## config.mk

```make
export PLATFORM = sky130hd
export DESIGN_NAME = pwm_brake_ctrl
export DESIGN_NICKNAME = d
export VERILOG_FILES = /design/src/rtl/pwm_brake_pkg.sv /design/src/rtl/brake_src_sync.sv /design/src/rtl/brake_edge_path.sv /design/src/rtl/brake_level_path.sv /design/src/rtl/brake_regs.sv /design/src/rtl/pwm_brake_ctrl.sv
export SDC_FILE = /design/constraint.sdc
export NUM_CORES = 1
export LEC_CHECK = 0
export CAP_MARGIN = 30
export CORE_UTILIZATION = 60
export CTS_CLUSTER_DIAMETER = 100
export CTS_CLUSTER_SIZE = 25
export DETAILED_ROUTE_END_ITERATION = 8
export DONT_BUFFER_PORTS = 1
export PLACE_DENSITY = 0.75
export SETUP_SLACK_MARGIN = 0.2
export SYNTH_ARGS = -nofsm -noshare
export SYNTH_HDL_FRONTEND = slang
export SYNTH_SLANG_ARGS = --single-unit
export TNS_END_PERCENT = 10
```

## constraint.sdc

```tcl
create_clock -name clk -period 2 [get_ports clk]
set_input_delay 0.1 -clock clk [delete_from_list [all_inputs] [get_ports clk]]
set_output_delay 0.1 -clock clk [all_outputs]
set_load 0.02 [all_outputs]
```

## src/rtl/pwm_brake_pkg.sv

```systemverilog
package pwm_brake_pkg;
  localparam int REG_AW = 2;

  localparam logic [REG_AW-1:0] RA_EDGE_EN = 2'd0;
  localparam logic [REG_AW-1:0] RA_LVL_EN  = 2'd1;
  localparam logic [REG_AW-1:0] RA_CTRL    = 2'd2;
  localparam logic [REG_AW-1:0] RA_STAT    = 2'd3;

  localparam int ST_EDGE_FLAG = 0;
  localparam int ST_LVL_FLAG  = 1;
  localparam int ST_EDGE_STS  = 2;
  localparam int ST_LVL_STS   = 3;
  localparam int ST_BITS      = 4;

  localparam int CTRL_SAFE = 0;

  function automatic int data_width(input int n_src);
    return (n_src > ST_BITS) ? n_src : ST_BITS;
  endfunction
endpackage

```

## src/rtl/brake_src_sync.sv

```systemverilog
module brake_src_sync #(
  parameter int NUM_SRC = 4
) (
  input  logic               clk,
  input  logic               rst_n,
  input  logic [NUM_SRC-1:0] src_n,
  output logic [NUM_SRC-1:0] src_q,
  output logic [NUM_SRC-1:0] fall
);
  for (genvar i = 0; i < NUM_SRC; i++) begin : g_src
    logic meta_q, sync_q, hist_q;

    always_ff @(posedge clk or negedge rst_n) begin
      if (!rst_n) begin
        meta_q <= 1'b1;
        sync_q <= 1'b1;
        hist_q <= 1'b1;
      end else begin
        meta_q <= src_n[i];
        sync_q <= meta_q;
        hist_q <= sync_q;
      end
    end

    assign src_q[i] = sync_q;
    assign fall[i]  = hist_q & ~sync_q;
  end
endmodule

```

## src/rtl/brake_edge_path.sv

```systemverilog
module brake_edge_path (
  input  logic clk,
  input  logic rst_n,
  input  logic hit,
  input  logic clr_sts,
  input  logic clr_flag,
  output logic sts,
  output logic flag
);
  logic sts_d, flag_d, sts_en, flag_en;

  always_comb begin
    sts_en  = hit | clr_sts;
    flag_en = hit | clr_flag;
    sts_d   = hit;
    flag_d  = hit;
  end

  always_ff @(posedge clk or negedge rst_n) begin
    if (!rst_n) begin
      sts  <= 1'b0;
      flag <= 1'b0;
    end else begin
      if (sts_en)  sts  <= sts_d;
      if (flag_en) flag <= flag_d;
    end
  end


  edge_set_chk: assert property (@(posedge clk) disable iff (!rst_n)
    hit |=> (sts && flag));


  edge_hold_chk: assert property (@(posedge clk) disable iff (!rst_n)
    (sts && !clr_sts) |=> sts);


  edge_collide_chk: assert property (@(posedge clk) disable iff (!rst_n)
    (hit && clr_sts) |=> sts);
endmodule

```

## src/rtl/brake_level_path.sv

```systemverilog
module brake_level_path (
  input  logic clk,
  input  logic rst_n,
  input  logic hit,
  input  logic period_end,
  input  logic all_high,
  input  logic clr_flag,
  output logic sts,
  output logic flag
);
  logic release_now, sts_d, flag_d, sts_en, flag_en;

  always_comb begin
    release_now = period_end & all_high & ~hit;
    sts_en      = hit | release_now;
    sts_d       = hit;
    flag_en     = hit | clr_flag;
    flag_d      = hit;
  end

  always_ff @(posedge clk or negedge rst_n) begin
    if (!rst_n) begin
      sts  <= 1'b0;
      flag <= 1'b0;
    end else begin
      if (sts_en)  sts  <= sts_d;
      if (flag_en) flag <= flag_d;
    end
  end


  lvl_set_chk: assert property (@(posedge clk) disable iff (!rst_n)
    hit |=> (sts && flag));


  lvl_hold_chk: assert property (@(posedge clk) disable iff (!rst_n)
    (sts && !(period_end && all_high)) |=> sts);
endmodule

```

## src/rtl/brake_regs.sv

```systemverilog
module brake_regs
  import pwm_brake_pkg::*;
#(
  parameter int NUM_SRC = 4,
  parameter int DW      = 4
) (
  input  logic               clk,
  input  logic               rst_n,
  input  logic               reg_wr,
  input  logic [REG_AW-1:0]  reg_addr,
  input  logic [DW-1:0]      reg_wdata,
  input  logic               unlock,
  input  logic               edge_sts,
  input  logic               edge_flag,
  input  logic               lvl_sts,
  input  logic               lvl_flag,
  output logic [NUM_SRC-1:0] edge_en,
  output logic [NUM_SRC-1:0] lvl_en,
  output logic               safe_lvl,
  output logic               clr_edge_sts,
  output logic               clr_edge_flag,
  output logic               clr_lvl_flag,
  output logic [DW-1:0]      reg_rdata
);
  logic wr_edge_en, wr_lvl_en, wr_ctrl, wr_stat;
  logic [ST_BITS-1:0] stat_vec;

  always_comb begin
    wr_edge_en    = reg_wr && (reg_addr == RA_EDGE_EN);
    wr_lvl_en     = reg_wr && (reg_addr == RA_LVL_EN);
    wr_ctrl       = reg_wr && (reg_addr == RA_CTRL);
    wr_stat       = reg_wr && (reg_addr == RA_STAT);
    clr_edge_sts  = wr_stat && reg_wdata[ST_EDGE_STS];
    clr_edge_flag = wr_stat && reg_wdata[ST_EDGE_FLAG] && unlock;
    clr_lvl_flag  = wr_stat && reg_wdata[ST_LVL_FLAG] && unlock;
  end

  always_ff @(posedge clk or negedge rst_n) begin
    if (!rst_n) begin
      edge_en  <= '0;
      lvl_en   <= '0;
      safe_lvl <= 1'b0;
    end else begin
      if (wr_edge_en) edge_en  <= reg_wdata[NUM_SRC-1:0];
      if (wr_lvl_en)  lvl_en   <= reg_wdata[NUM_SRC-1:0];
      if (wr_ctrl)    safe_lvl <= reg_wdata[CTRL_SAFE];
    end
  end

  always_comb begin
    stat_vec               = '0;
    stat_vec[ST_EDGE_FLAG] = edge_flag;
    stat_vec[ST_LVL_FLAG]  = lvl_flag;
    stat_vec[ST_EDGE_STS]  = edge_sts;
    stat_vec[ST_LVL_STS]   = lvl_sts;
    unique case (reg_addr)
      RA_EDGE_EN: reg_rdata = DW'(edge_en);
      RA_LVL_EN:  reg_rdata = DW'(lvl_en);
      RA_CTRL:    reg_rdata = DW'(safe_lvl);
      default:    reg_rdata = DW'(stat_vec);
    endcase
  end


  cfg_write_chk: assert property (@(posedge clk) disable iff (!rst_n)
    wr_edge_en |=> (edge_en == $past(reg_wdata[NUM_SRC-1:0])));
endmodule

```

## src/rtl/pwm_brake_ctrl.sv

```systemverilog
module pwm_brake_ctrl
  import pwm_brake_pkg::*;
#(
  parameter  int NUM_SRC = 4,
  localparam int DW      = data_width(NUM_SRC)
) (
  input  logic               clk,
  input  logic               rst_n,
  input  logic [NUM_SRC-1:0] brk_src_n,
  input  logic               pwm_raw,
  input  logic               period_end,
  input  logic               reg_wr,
  input  logic [REG_AW-1:0]  reg_addr,
  input  logic [DW-1:0]      reg_wdata,
  input  logic               unlock,
  output logic [DW-1:0]      reg_rdata,
  output logic               pwm_out,
  output logic               irq
);
  logic rst_meta_q, rst_q;

  always_ff @(posedge clk or negedge rst_n) begin
    if (!rst_n) begin
      rst_meta_q <= 1'b0;
      rst_q      <= 1'b0;
    end else begin
      rst_meta_q <= 1'b1;
      rst_q      <= rst_meta_q;
    end
  end

  logic [NUM_SRC-1:0] src_q, fall, edge_en, lvl_en;
  logic safe_lvl, clr_edge_sts, clr_edge_flag, clr_lvl_flag;
  logic edge_sts, edge_flag, lvl_sts, lvl_flag;
  logic edge_hit, lvl_hit, lvl_all_high, brake_on;

  brake_src_sync #(.NUM_SRC(NUM_SRC)) u_sync (
    .clk   (clk),
    .rst_n (rst_q),
    .src_n (brk_src_n),
    .src_q (src_q),
    .fall  (fall)
  );

  always_comb begin
    edge_hit     = |(fall & edge_en);
    lvl_hit      = |(fall & lvl_en);
    lvl_all_high = &(src_q | ~lvl_en);
  end

  brake_edge_path u_edge (
    .clk      (clk),
    .rst_n    (rst_q),
    .hit      (edge_hit),
    .clr_sts  (clr_edge_sts),
    .clr_flag (clr_edge_flag),
    .sts      (edge_sts),
    .flag     (edge_flag)
  );

  brake_level_path u_lvl (
    .clk        (clk),
    .rst_n      (rst_q),
    .hit        (lvl_hit),
    .period_end (period_end),
    .all_high   (lvl_all_high),
    .clr_flag   (clr_lvl_flag),
    .sts        (lvl_sts),
    .flag       (lvl_flag)
  );

  brake_regs #(.NUM_SRC(NUM_SRC), .DW(DW)) u_regs (
    .clk           (clk),
    .rst_n         (rst_q),
    .reg_wr        (reg_wr),
    .reg_addr      (reg_addr),
    .reg_wdata     (reg_wdata),
    .unlock        (unlock),
    .edge_sts      (edge_sts),
    .edge_flag     (edge_flag),
    .lvl_sts       (lvl_sts),
    .lvl_flag      (lvl_flag),
    .edge_en       (edge_en),
    .lvl_en        (lvl_en),
    .safe_lvl      (safe_lvl),
    .clr_edge_sts  (clr_edge_sts),
    .clr_edge_flag (clr_edge_flag),
    .clr_lvl_flag  (clr_lvl_flag),
    .reg_rdata     (reg_rdata)
  );

  always_comb begin
    brake_on = edge_sts | lvl_sts;
    pwm_out  = brake_on ? safe_lvl : pwm_raw;
    irq      = edge_flag | lvl_flag;
  end


  flag_lock_chk: assert property (@(posedge clk) disable iff (!rst_q)
    (edge_flag && !unlock) |=> edge_flag);


  lvl_flag_lock_chk: assert property (@(posedge clk) disable iff (!rst_q)
    (lvl_flag && !unlock) |=> lvl_flag);
endmodule

```

* Word level (Yosys, flattened, before mapping)
Index checks and enable logic that the tools add are counted.
Storage, ports and cells: bits in registers 27, bits in latches 0, memory bits (writable) 0, ROM bits 0, input port bits 16, logic and storage cells 60, memories kept 0
Cells by class: add/sub/neg operators 0, $mul 0, div/mod/pow operators 0, $lt $le $gt $ge 0, equality and inequality tests 3, shifts and indexed selects 0, muxes and demuxes 2, bitwise gates (word level) 21, reduce and logical (&&, ||, !) cells 13
Operator list (count):
- one-hot mux 4 bit (3 select lines) | 1
- logical AND 1 bit | 9
- bitwise AND 4 bit | 2
- OR reduction 4 bit | 2
- bitwise AND 1 bit | 6
- bitwise OR 1 bit | 6
- NOT 1 bit | 5
- == test 2 bit (second input constant) | 2
- NOT 4 bit | 1
- bitwise OR 4 bit | 1
- AND reduction 4 bit | 1
- == test 2 x 1 -> 1 bit (second input constant) | 1
- zero test 2 bit | 1
- 2-to-1 mux 1 bit | 1

* Logic depth before layout (Yosys ltp)
Gate-level depths: netlist (run 1).
depth in word-level cells 7, mapped depth 4

* Hierarchy
A second synthesis (run 1) with hierarchy kept.
Unflattened totals: cell total of the unflattened synthesis 84, area total of the unflattened synthesis 1227.4 µm²
By module, submodules not included:
- brake_regs | times used 1, cells each 35, area an instance 511.7 µm², sequential area each 225.2 µm²
- brake_src_sync | times used 1, cells each 20, area an instance 400.4 µm², sequential area each 315.3 µm²
- pwm_brake_ctrl | times used 1, cells each 17, area an instance 170.2 µm², sequential area each 50.0 µm²
- brake_edge_path | times used 1, cells each 6, area an instance 72.6 µm², sequential area each 50.0 µm²
- brake_level_path | times used 1, cells each 6, area an instance 72.6 µm², sequential area each 50.0 µm²

* Worst setup path after synthesis (run 1)
No wires, ideal clock.
kind register -> register, start point reg u_sync.g_src[2].sync_q, end point reg u_lvl.sts, setup time 118 ps, arrival time 1125 ps, setup slack 757 ps, stages on the path, launching flop included 5, buffers on the path 0, period minus slack after synthesis 1243 ps, cells stage by stage dfstp_2 inv_1 a222oi_1 nand3_1 a21o_1
On the way: word-level cells in the longest chain between the ends 7, elaborated cells between the ends (all ways) 10
Ends and longest elaborated chain:
- start: declaration | RTL line brake_src_sync.sv:11 | logic meta_q, sync_q, hist_q;
- start signal: assignment | RTL line brake_src_sync.sv:20 | sync_q <= meta_q;
- NOT 1 bit | RTL line brake_src_sync.sv:26 | assign fall[i] = hist_q & ~sync_q;
- bitwise AND 1 bit | RTL line brake_src_sync.sv:26
- bitwise AND 4 bit | RTL line pwm_brake_ctrl.sv:47 | lvl_hit = |(fall & lvl_en);
- OR reduction 4 bit | RTL line pwm_brake_ctrl.sv:47
- NOT 1 bit | RTL line brake_level_path.sv:14 | release_now = period_end & all_high & ~hit;
- bitwise AND 1 bit | RTL line brake_level_path.sv:14
- bitwise OR 1 bit | RTL line brake_level_path.sv:15 | sts_en = hit | release_now;
- end signal: assignment | RTL line brake_level_path.sv:26 | if (sts_en) sts <= sts_d;
- end: declaration | RTL line brake_level_path.sv:8 | output logic sts,
Several ways; a longest one is shown, not always the timed one. A chain may end at the register's enable or synchronous reset.

* Worst setup path in the final report (run 1)
start point reg u_regs.lvl_en[2], end point out reg_rdata[2]
On the way: word-level cells in the longest chain between the ends 1
Ends and longest elaborated chain:
- start: declaration | RTL line brake_regs.sv:18 | output logic [NUM_SRC-1:0] lvl_en,
- start signal: assignment | RTL line brake_regs.sv:45 | if (wr_lvl_en) lvl_en <= reg_wdata[NUM_SRC-1:0];
- one-hot mux 4 bit (3 select lines) | RTL line brake_regs.sv:56 | unique case (reg_addr)
- end: declaration | RTL line pwm_brake_ctrl.sv:16 | output logic [DW-1:0] reg_rdata,
No other way between the ends.

==> impl_metrics.json, run 1 <==
{
  "status": "finished, final reports clean",
  "max-clock-path-buffers": 2,
  "die_area_mm2": 0.002074,
  "area_growth_pct": 16.39,
  "holdCritStartpoint": "reg_addr[0]",
  "htree_levels": 1,
  "grt_max_degree": 26,
  "whs_path_depth": 2,
  "ys_warn_count": 0,
  "ant_nets": 0,
  "critPathArrivalTime_ns": 1.34,
  "cp-start-kind": "flip-flop",
  "cts.root.buffer_cell": "clkbuf_4",
  "setup_slack_ns": 0.5587,
  "tritoncts": "done",
  "vias_per_cell": 5.667,
  "dpl_worst_slack_ns": 0.6888,
  "fillers": 122,
  "rr_worst_depth": 4,
  "setup_viol": 0,
  "drt_wl_total_mm": 2.002,
  "post-synth-top-count-cell": "dfrtp_1",
  "synthCells": 78,
  "min_period_over_period_pct": 72.06,
  "diodes": 0,
  "track_usage_pct": 21.72,
  "drc": 0,
  "grt_pass1_wl_mm": 3.042,
  "ios": 22,
  "cts_hold_buf": 14,
  "hold_viol_final": 0,
  "reg2reg_slack_ns": 0.68,
  "synth_top_area_share_pct": 33.00,
  "cts_setup_buffers": 0,
  "yosys.area.top_type": "dfrtp_1",
  "placed_area_mm2": 0.001154,
  "skew_ns": 0.007974,
  "synth_nets": 94,
  "hp-class": "input port to flip-flop",
  "die_width_um": 45.54,
  "ir_drop_mv": 0.6101,
  "period_needed_ns": 1.441,
  "timing.setup.tns_ns": 0,
  "seqCellArea_um2": 690.7,
  "reg2reg_to": "u_lvl.sts$_DFFE_PN0P_",
  "endpoint_kind": "primary output",
  "numCtsBuffers": 3,
  "die_height_um": 45.54,
  "ys_top_cells_by_area": "dfrtp_1, dfstp_2, mux2_2",
  "avgSynthCellArea_um2": 14.58,
  "cp_slowest_cell": "dfrtp_1",
  "power_density_mw_per_mm2": 830.7,
  "start_util_pct": 65.16,
  "drive_above_1_share_pct": 41.05,
  "nets": 112,
  "maxSlewViolCount": 0,
  "rsz0062_at_grt": "false",
  "reg2reg_from": "u_sync.g_src[2].sync_q$_DFF_PN1_",
  "syn_area_mm2": 0.001137,
  "cellLeakagePower_nw": 0.5519,
  "port_buffers": 0,
  "first_pass_iters": 5,
  "synth-edff-count": 0,
  "dp_hpwl_mm": 1.333,
  "hold_end": "u_regs.safe_lvl$_DFFE_PN0P_",
  "first_global_vias": 659,
  "ys_seq_area_share_pct": 60.73,
  "gr-total-overflow": 0,
  "cts_resized": 0,
  "ys.flop_type": "dfrtp_1",
  "async_reset_ff_share_pct": 100.0,
  "critPathMaxFanout": 4,
  "synth_seq_cells": 27,
  "crit_chain": "mux2_2 -> a22o_2",
  "core_mm2": 0.001745,
  "cap_violations": 0,
  "cts_num_sinks": 27,
  "vias": 680,
  "synth_common_cells": "dfrtp_1, dfstp_2, mux2_2",
  "crit_type": "flip-flop to primary output",
  "clock_latency_ns": 0.33,
  "multiInputGateArea_um2": 412.9,
  "antenna_found_initial": 0,
  "place.gp.congestion": 0.7692,
  "clkTransAtPathRegs_ns": 0.15,
  "stdcell_area_mm2": 0.001324,
  "ys_types": 23,
  "dp.cells": 102,
  "first_iter_violations": 8,
  "slowest_delay_ns": 0.46,
  "fin_cells": 120,
  "detail_route.wl_per_cell_um": 16.68,
  "worst_ep_required_time_ns": 1.90,
  "fmax_mhz": 693.8,
  "row_count": 15
}
-- registers in the layout (all words and copies together), names as in the netlist, 4 cells and up --
register and cells:
u_sync.g_src.meta_q 4, u_regs.edge_en 4, u_sync.g_src.sync_q 4, u_sync.g_src.hist_q 4, u_regs.lvl_en 4
-- metrics by stage --
stage               hold slack (ns)  utilization [%]  power [W]
CTS                         0.02066            75.84   0.001099
finish                      0.02642            75.84   0.001100
global placement            -0.1956            66.09  0.0008332
detailed placement          -0.1956            66.09  0.0008419
floorplan                   -0.1956                -  0.0008121
global route                0.02422            75.84   0.001142
-- metal layers --
| metal | up-vias | track usage [%] | routed length, um |
|---|---|---|---|
| li1 | 310 | - | - |
| met2 | 24 | 34.57 | 978 |
| met4 | 0 | 10.91 | 36 |
| met1 | 342 | 29.30 | 911 |
| met5 | - | 0 | 0 |
| met3 | 4 | 2.778 | 76 |
-- layout make-up --
cell class,instances,area share (%)
multi-input combinational,46,31.19
inverter,3,0.8507
sequential,27,52.17
clock inverter,1,0.5671
timing repair buffer,15,11.15
clock buffer,3,1.701
tap,25,2.363
-- cell usage in the layout, fill, tap and decap left out --
| master | instances |
|---|---|
| a222oi_1 | 1 |
| clkinvlp_4 | 1 |
| nor2_1 | 2 |
| dfstp_2 | 12 |
| a22o_2 | 3 |
| clkbuf_4 | 3 |
| nand3_1 | 1 |
| nand3b_4 | 1 |
| nand4_1 | 1 |
| mux2_4 | 4 |
| a22oi_1 | 4 |
| and4_2 | 1 |
| buf_4 | 1 |
| mux2_2 | 9 |
| conb_1 | 1 |
| dfrtp_1 | 15 |
| a21o_1 | 4 |
| and2_4 | 1 |
| nand2b_1 | 1 |
| or2_2 | 1 |
| nand2_1 | 5 |
| inv_1 | 3 |
| dlygate4sd3_1 | 14 |
| nor2_4 | 1 |
| mux4_2 | 1 |
| nor2b_1 | 4 |
-- cells by family (layout without fill, tap and decap cells) --
group / count (synthesis) / after routing / share of synthesized area, %
compound gates: 12 / 12 / 8.801
other cells: 1 / 1 / 0.3297
buf+inv: 5 / 22 / 2.970
mux: 14 / 14 / 16.17
flops: 27 / 27 / 60.73
simple gates: 19 / 19 / 11.00
-- power breakdown --
group | total (W) | internal (W) | leakage (nW) | switching, W
clock network | 0.000240 | 0.0000765 | 0.0139 | 0.000163
logic | 0.000193 | 0.000109 | 0.244 | 0.0000836
registers | 0.000667 | 0.000615 | 0.294 | 0.0000525
-- worst max-delay path by stage --
stage / slack [ns] / start / to
finish: 0.56 / u_regs.lvl_en[2]$_DFFE_PN0P_ / reg_rdata[2]
global route: 0.53 / u_regs.lvl_en[2]$_DFFE_PN0P_ / reg_rdata[2]
CTS: 0.58 / u_regs.lvl_en[0]$_DFFE_PN0P_ / reg_rdata[0]
detailed placement: 0.69 / u_sync.g_src[2].sync_q$_DFF_PN1_ / u_lvl.sts$_DFFE_PN0P_
global placement: 0.74 / u_sync.g_src[2].sync_q$_DFF_PN1_ / u_lvl.sts$_DFFE_PN0P_
floorplan: 0.76 / u_sync.g_src[2].sync_q$_DFF_PN1_ / u_lvl.sts$_DFFE_PN0P_
-- critical path, delay by kind of cell, from the launching register on --
kind	cells	cell delay, ns
AO/OA/AOI/OAI	1	0.27
flip-flops	1	0.46
multiplexers	1	0.30
No activity file was read; power rests on OpenSTA's default activity.
==> run 2, diff against run 1 <==
--- a/config.mk
+++ b/config.mk
@@ -6,12 +6,12 @@
 export NUM_CORES = 1
 export LEC_CHECK = 0
 export CAP_MARGIN = 30
-export CORE_UTILIZATION = 60
+export CORE_UTILIZATION = 54
 export CTS_CLUSTER_DIAMETER = 100
 export CTS_CLUSTER_SIZE = 25
 export DETAILED_ROUTE_END_ITERATION = 8
 export DONT_BUFFER_PORTS = 1
-export PLACE_DENSITY = 0.75
+export PLACE_DENSITY = 0.71
 export SETUP_SLACK_MARGIN = 0.2
 export SYNTH_ARGS = -nofsm -noshare
 export SYNTH_HDL_FRONTEND = slang
==> constraint.sdc (replaced) <==
create_clock -name clk -period 1.2 [get_ports clk]
set_input_delay 0.06 -clock clk [delete_from_list [all_inputs] [get_ports clk]]
set_output_delay 0.06 -clock clk [all_outputs]
set_load 0.02 [all_outputs]
==> run 2 against run 1 <==
Against the previous run:
- the run now ends with negative setup slack left
- first-iteration DRC count is 100% higher
- via count is 3.8% higher
- combinational power is 120% higher
- power is 73% higher
- critical path depth is 1 lower
- cell count is 8.3% higher
- clock skew hardly changed
- critical path type unchanged
- largest power group unchanged
==> impl_metrics.json, run 2 (synthesis gave the netlist of run 1 again) <==
{
  "status": "finished, violations left",
  "violations": "negative setup slack",
  "nets": 120,
  "final_cell_mix": "dfrtp_1, dlygate4sd3_1, dfstp_2",
  "ios": 22,
  "area_growth_pct": 25.19,
  "cp_top_family": "multiplexers",
  "cts_num_sinks": 27,
  "first_pass_iters": 4,
  "period_needed_ns": 1.343,
  "numCtsBuffers": 3,
  "dp_hpwl_mm": 1.258,
  "skew_ns": 0.008325,
  "antenna_found_initial": 0,
  "track_usage_pct": 19.62,
  "maxSlewViolCount": 0,
  "cts.root.buffer_cell": "clkbuf_4",
  "critPathMaxFanout": 3,
  "cap_violations": 0,
  "rsz0062_at_grt": "true",
  "crit_cells": 1,
  "fmax_mhz": 744.6,
  "endpoint_kind": "primary output",
  "drt_wl_total_mm": 2.058,
  "worst_ep_required_time_ns": 1.14,
  "max-clock-path-buffers": 2,
  "whs_path_depth": 3,
  "core_mm2": 0.001962,
  "drc": 0,
  "diodes": 0,
  "fin_cells": 130,
  "ant_nets": 0,
  "port_buffers": 0,
  "cp-start-kind": "flip-flop",
  "tritoncts": "done",
  "p_total_w": 0.001904,
  "place.gp.congestion": 0.7635,
  "vias": 706,
  "setup_slack_ns": -0.1431,
  "cellLeakagePower_nw": 0.6126,
  "clkTransAtPathRegs_ns": 0.14,
  "min_period_over_period_pct": 111.9,
  "die_height_um": 47.90,
  "rr_worst_depth": 4,
  "vias_per_cell": 5.431,
  "dp.cells": 105,
  "htree_levels": 1,
  "slowest_delay_ns": 0.54,
  "power_density_mw_per_mm2": 1338,
  "crit_type": "flip-flop to primary output",
  "cp_slowest_cell": "mux4_2",
  "first_iter_violations": 16,
  "hold_viol_final": 0,
  "finish.utilization_pct": 72.58,
  "row_count": 16,
  "grt_pass1_wl_mm": 2.953,
  "path_buf_inv": 0,
  "first_global_vias": 667,
  "drive_above_1_share_pct": 47.57,
  "clock_latency_ns": 0.32,
  "die_area_mm2": 0.002294,
  "start_util_pct": 57.97,
  "critPathArrivalTime_ns": 1.28,
  "die_width_um": 47.90,
  "layout_commonest_cell": "dfrtp_1",
  "detail_route.wl_per_cell_um": 15.83,
  "crit_chain": "mux4_2",
  "setup_viol": 6,
  "ir_drop_mv": 1.012,
  "grt_max_degree": 26,
  "gr-total-overflow": 0,
  "hp-class": "input port to flip-flop"
}
run 2: cell types whose count changed in the layout (fill, tap and decap cells not counted), sizes merged:
cell	before	now
buf	1	9
clkinv	0	1
clkinvlp	1	0
run 2: layout make-up:
class	count	area (um^2)
Fill cell	156	538.0
Multi-Input combinational cell	46	452.9
Clock inverter	1	5.005
Clock buffer	3	22.52
Tap cell	27	33.78
Inverter	3	11.26
Timing Repair Buffer	23	207.7
Sequential cell	27	690.7
run 2: path summary, 6_finish.rpt:
check	start	end	slack, ns
hold reg to reg	rst_q$_DFF_PN0_	u_regs.lvl_en[0]$_DFFE_PN0P_	0.23
setup reg to reg	u_sync.g_src[2].sync_q$_DFF_PN1_	u_lvl.sts$_DFFE_PN0P_	-0.06
hold / removal	reg_addr[1]	u_regs.safe_lvl$_DFFE_PN0P_	0.05
max in group asynchronous	rst_n	rst_q$_DFF_PN0_	0.57
setup / recovery	u_regs.safe_lvl$_DFFE_PN0P_	reg_rdata[0]	-0.14
min in group asynchronous	rst_q$_DFF_PN0_	u_regs.lvl_en[0]$_DFFE_PN0P_	0.23
run 2: timing repair:
| item | 4_1_cts | 5_1_grt |
|---|---|---|
| hold buffers | 14 | 0 |
| setup endpoints to repair | 10 | 10 |
| pin swaps | 1 | 4 |
| gates resized for setup | 5 | 3 |
| hold endpoints to repair | 19 | 0 |
| gates cloned | 0 | 0 |
| buffers inserted | 6 | 1 |
run 2: power by group:
group	switching, W	internal [W]	total [W]
clock network	0.000255	0.000125	0.000380
registers	0.0000710	0.00102	0.00109
logic	0.000175	0.000254	0.000430
total	0.000502	0.00140	0.00190
run 2: routing by layer:
layer	global-route usage [%]	share of wire [%]	vias up
met1	24.75	42	357
li1	-	-	323
met5	0	0	-
met2	32.16	51	22
met3	3.019	4.9	4
met4	11.11	1.8	0
run 2: metrics by stage:
| step | setup TNS (ns) | hold WS (ns) | setup slack [ns] | cell area (um^2) |
|---|---|---|---|---|
| CTS | -0.7527 | 0.03207 | -0.1463 | 1401 |
| floorplan | 0 | -0.2356 | 0.003718 | 1137 |
| finish | -0.6974 | 0.05005 | -0.1431 | 1424 |
| detailed placement | -0.04061 | -0.2356 | -0.04061 | 1164 |
| global placement | -0.002938 | -0.2356 | -0.002938 | 1164 |
| global route | -1.110 | 0.04541 | -0.1811 | 1424 |
==> run 3, diff against run 2 <==
--- a/config.mk
+++ b/config.mk
@@ -5,12 +5,13 @@
 export SDC_FILE = /design/constraint.sdc
 export NUM_CORES = 1
 export LEC_CHECK = 0
+export BUFFER_PORTS_ARGS = -buffer_cell sky130_fd_sc_hd__buf_2
 export CAP_MARGIN = 30
-export CORE_UTILIZATION = 54
+export CORE_ASPECT_RATIO = 1.75
+export CORE_UTILIZATION = 47
 export CTS_CLUSTER_DIAMETER = 100
 export CTS_CLUSTER_SIZE = 25
 export DETAILED_ROUTE_END_ITERATION = 8
-export DONT_BUFFER_PORTS = 1
 export PLACE_DENSITY = 0.71
 export SETUP_SLACK_MARGIN = 0.2
 export SYNTH_ARGS = -nofsm -noshare
==> run 3 against run 2 <==
Against the previous run:
- the flow still finishes with violations (negative setup slack)
- cell count rose by 8.5%
- clock skew fell by 0.0052 ns
- power rose by 8.5%
- register-to-register slack got worse by 0.02 ns
- die area rose by 15%
- via count rose by 5.9%
- first-iteration DRC count fell by 6.3%
- global-route usage rose by 0.18 points
==> impl_metrics.json, run 3 (synthesis gave the netlist of run 1 again) <==
{
  "status": "finished, violations left",
  "violations": "negative setup slack",
  "layout_commonest_cell": "buf_2",
  "crit_end": "reg_rdata[0]",
  "skew_ns": 0.003095,
  "crit_chain": "mux4_2 -> buf_6",
  "core_mm2": 0.002302,
  "reg2reg_to": "u_lvl.sts$_DFFE_PN0P_",
  "combPwrFrac_pct": 23.1,
  "cp-start-kind": "flip-flop",
  "nets": 133,
  "grtUsageMet2_pct": 36.46,
  "maxSlewViolCount": 0,
  "cellLeakagePower_nw": 0.6623,
  "final_cell_mix": "buf_2, dfrtp_1, dfstp_2",
  "tritoncts": "done",
  "hp-class": "input port to flip-flop",
  "cp_slowest_cell": "mux4_2",
  "fillers": 179,
  "critPathLaunch": "u_edge.flag$_DFFE_PN0P_",
  "clock_power_share_pct": 24.0,
  "power_density_mw_per_mm2": 1418,
  "endpoint_kind": "primary output",
  "slowest_delay_ns": 0.49,
  "detail_route.wl_per_cell_um": 15.17,
  "min_period_over_period_pct": 113.3,
  "clkTransAtPathRegs_ns": 0.09,
  "dpl_worst_slack_ns": -0.04364,
  "hold_viol_final": 0,
  "dp_hpwl_mm": 1.540,
  "p_total_w": 0.002067,
  "rsz0062_at_grt": "true",
  "first_iter_violations": 15,
  "reg2reg_from": "u_sync.g_src[2].sync_q$_DFF_PN1_",
  "gr-total-overflow": 0,
  "start_util_pct": 49.40,
  "grt_util_met1_pct": 19.02,
  "switching_share_pct": 25.66,
  "diodes": 0,
  "track_usage_pct": 19.80,
  "intPower_w": 0.001537,
  "max-clock-path-buffers": 2,
  "ir_drop_mv": 1.036,
  "die_width_um": 39.19,
  "reg2reg_slack_ns": -0.08,
  "period_needed_ns": 1.359,
  "numCtsBuffers": 3,
  "port_buffers": 21,
  "drt_wl_total_mm": 2.139,
  "die_area_mm2": 0.002628,
  "cts.root.buffer_cell": "clkbuf_8",
  "drive_above_1_share_pct": 62.93,
  "cap_violations": 0,
  "setup_viol": 8,
  "path_buf_inv": 1,
  "crit_type": "flip-flop to primary output",
  "grt-busiest-layer": "met2",
  "crit_cells": 2,
  "critPathArrivalTime_ns": 1.30,
  "ant_nets": 0,
  "critPathMaxFanout": 2,
  "vias": 748,
  "power_frac_seq_pct": 52.9,
  "whs_ns": 0.03469,
  "setup_slack_ns": -0.1594,
  "grt_pass1_wl_mm": 3.470,
  "place.gp.congestion": 0.7550,
  "power_switching_w": 0.0005305,
  "fmax_mhz": 735.6,
  "antenna_found_initial": 0,
  "grt_max_degree": 26,
  "first_global_vias": 828,
  "die_height_um": 67.08,
  "cp_top_family": "multiplexers",
  "rr_worst_depth": 4,
  "clock_latency_ns": 0.27,
  "ios": 22,
  "worst_ep_required_time_ns": 1.14,
  "cts_num_sinks": 27,
  "drc": 0,
  "area_growth_pct": 28.16,
  "htree_levels": 1,
  "grtUsageMet3_pct": 3.333,
  "first_pass_iters": 4,
  "row_count": 23,
  "vias_per_cell": 5.305
}
==> run 3: changes by cell type in the layout (fill, tap and decap cells not counted), sizes merged <==
cell / change
dlygate4sd3: -9
buf: +22
==> run 3: worst min path at each step <==
stage                       from                            end  slack [ns]  cells past startpoint
finish              reg_wdata[3]  u_regs.edge_en[3]$_DFFE_PN0P_        0.03                      2
global route        reg_wdata[3]  u_regs.edge_en[3]$_DFFE_PN0P_        0.03                      2
CTS                 reg_wdata[3]  u_regs.edge_en[3]$_DFFE_PN0P_        0.03                      2
detailed placement         rst_n                rst_q$_DFF_PN0_       -0.15                      1
global placement           rst_n           rst_meta_q$_DFF_PN0_       -0.16                      1
floorplan                  rst_n           rst_meta_q$_DFF_PN0_       -0.24                      0
==> run 3: timing repair <==
item                       4_1_cts  5_1_grt
setup endpoints to repair       10       10
gates resized for setup          7        3
pin swaps                        3        1
hold buffers                     5        0
buffers inserted                 8        0
hold endpoints to repair         6        0
==> run 3: worst register-to-register path, delay by kind of cell, from the launching register on <==
family / cells / cell delay, ns
flip-flops: 1 / 0.56
AO/OA/AOI/OAI: 2 / 0.47
AND/OR/NAND/NOR: 1 / 0.12
buffers and inverters: 1 / 0.04
==> run 3: cell type report <==
class / count / area, um^2 / area share [%]
Multi-Input combinational cell: 46 / 431.7 / 29.61
Timing Repair Buffer: 36 / 246.5 / 16.91
Tap cell: 25 / 31.28 / 2.146
Clock inverter: 1 / 5.005 / 0.3433
Inverter: 3 / 11.26 / 0.7725
Clock buffer: 3 / 41.29 / 2.833
Sequential cell: 27 / 690.7 / 47.38
==> run 3: power groups by stage <==
| stage | sequential (W) | clock (W) | combinational (W) |
|---|---|---|---|
| after floorplan | 0.00110 | 0 | 0.000251 |
| after global placement | 0.00112 | 0 | 0.000334 |
| after detailed placement | 0.00113 | 0 | 0.000346 |
| after CTS | 0.00109 | 0.000513 | 0.000474 |
| after global routing | 0.00111 | 0.000546 | 0.000515 |
| final | 0.00109 | 0.000495 | 0.000478 |
==> run 3: metal layers <==
| layer | wire length (um) | up-vias |
|---|---|---|
| met2 | 1252 | 20 |
| met3 | 64 | 5 |
| li1 | - | 350 |
| met4 | 48 | 0 |
| met1 | 774 | 373 |
| met5 | 0 | - |
==> run 3: metrics by stage <==
stage                     std cells  setup TNS, ns  area [um^2]  util [%]
final                           141        -0.9104         1458     63.32
after global routing            141         -1.346         1458     63.32
after CTS                       141        -0.9203         1446     62.83
after detailed placement        124       -0.04483         1266     55.00
after global placement          124              0         1266     55.00
after floorplan                  78              0         1137         -
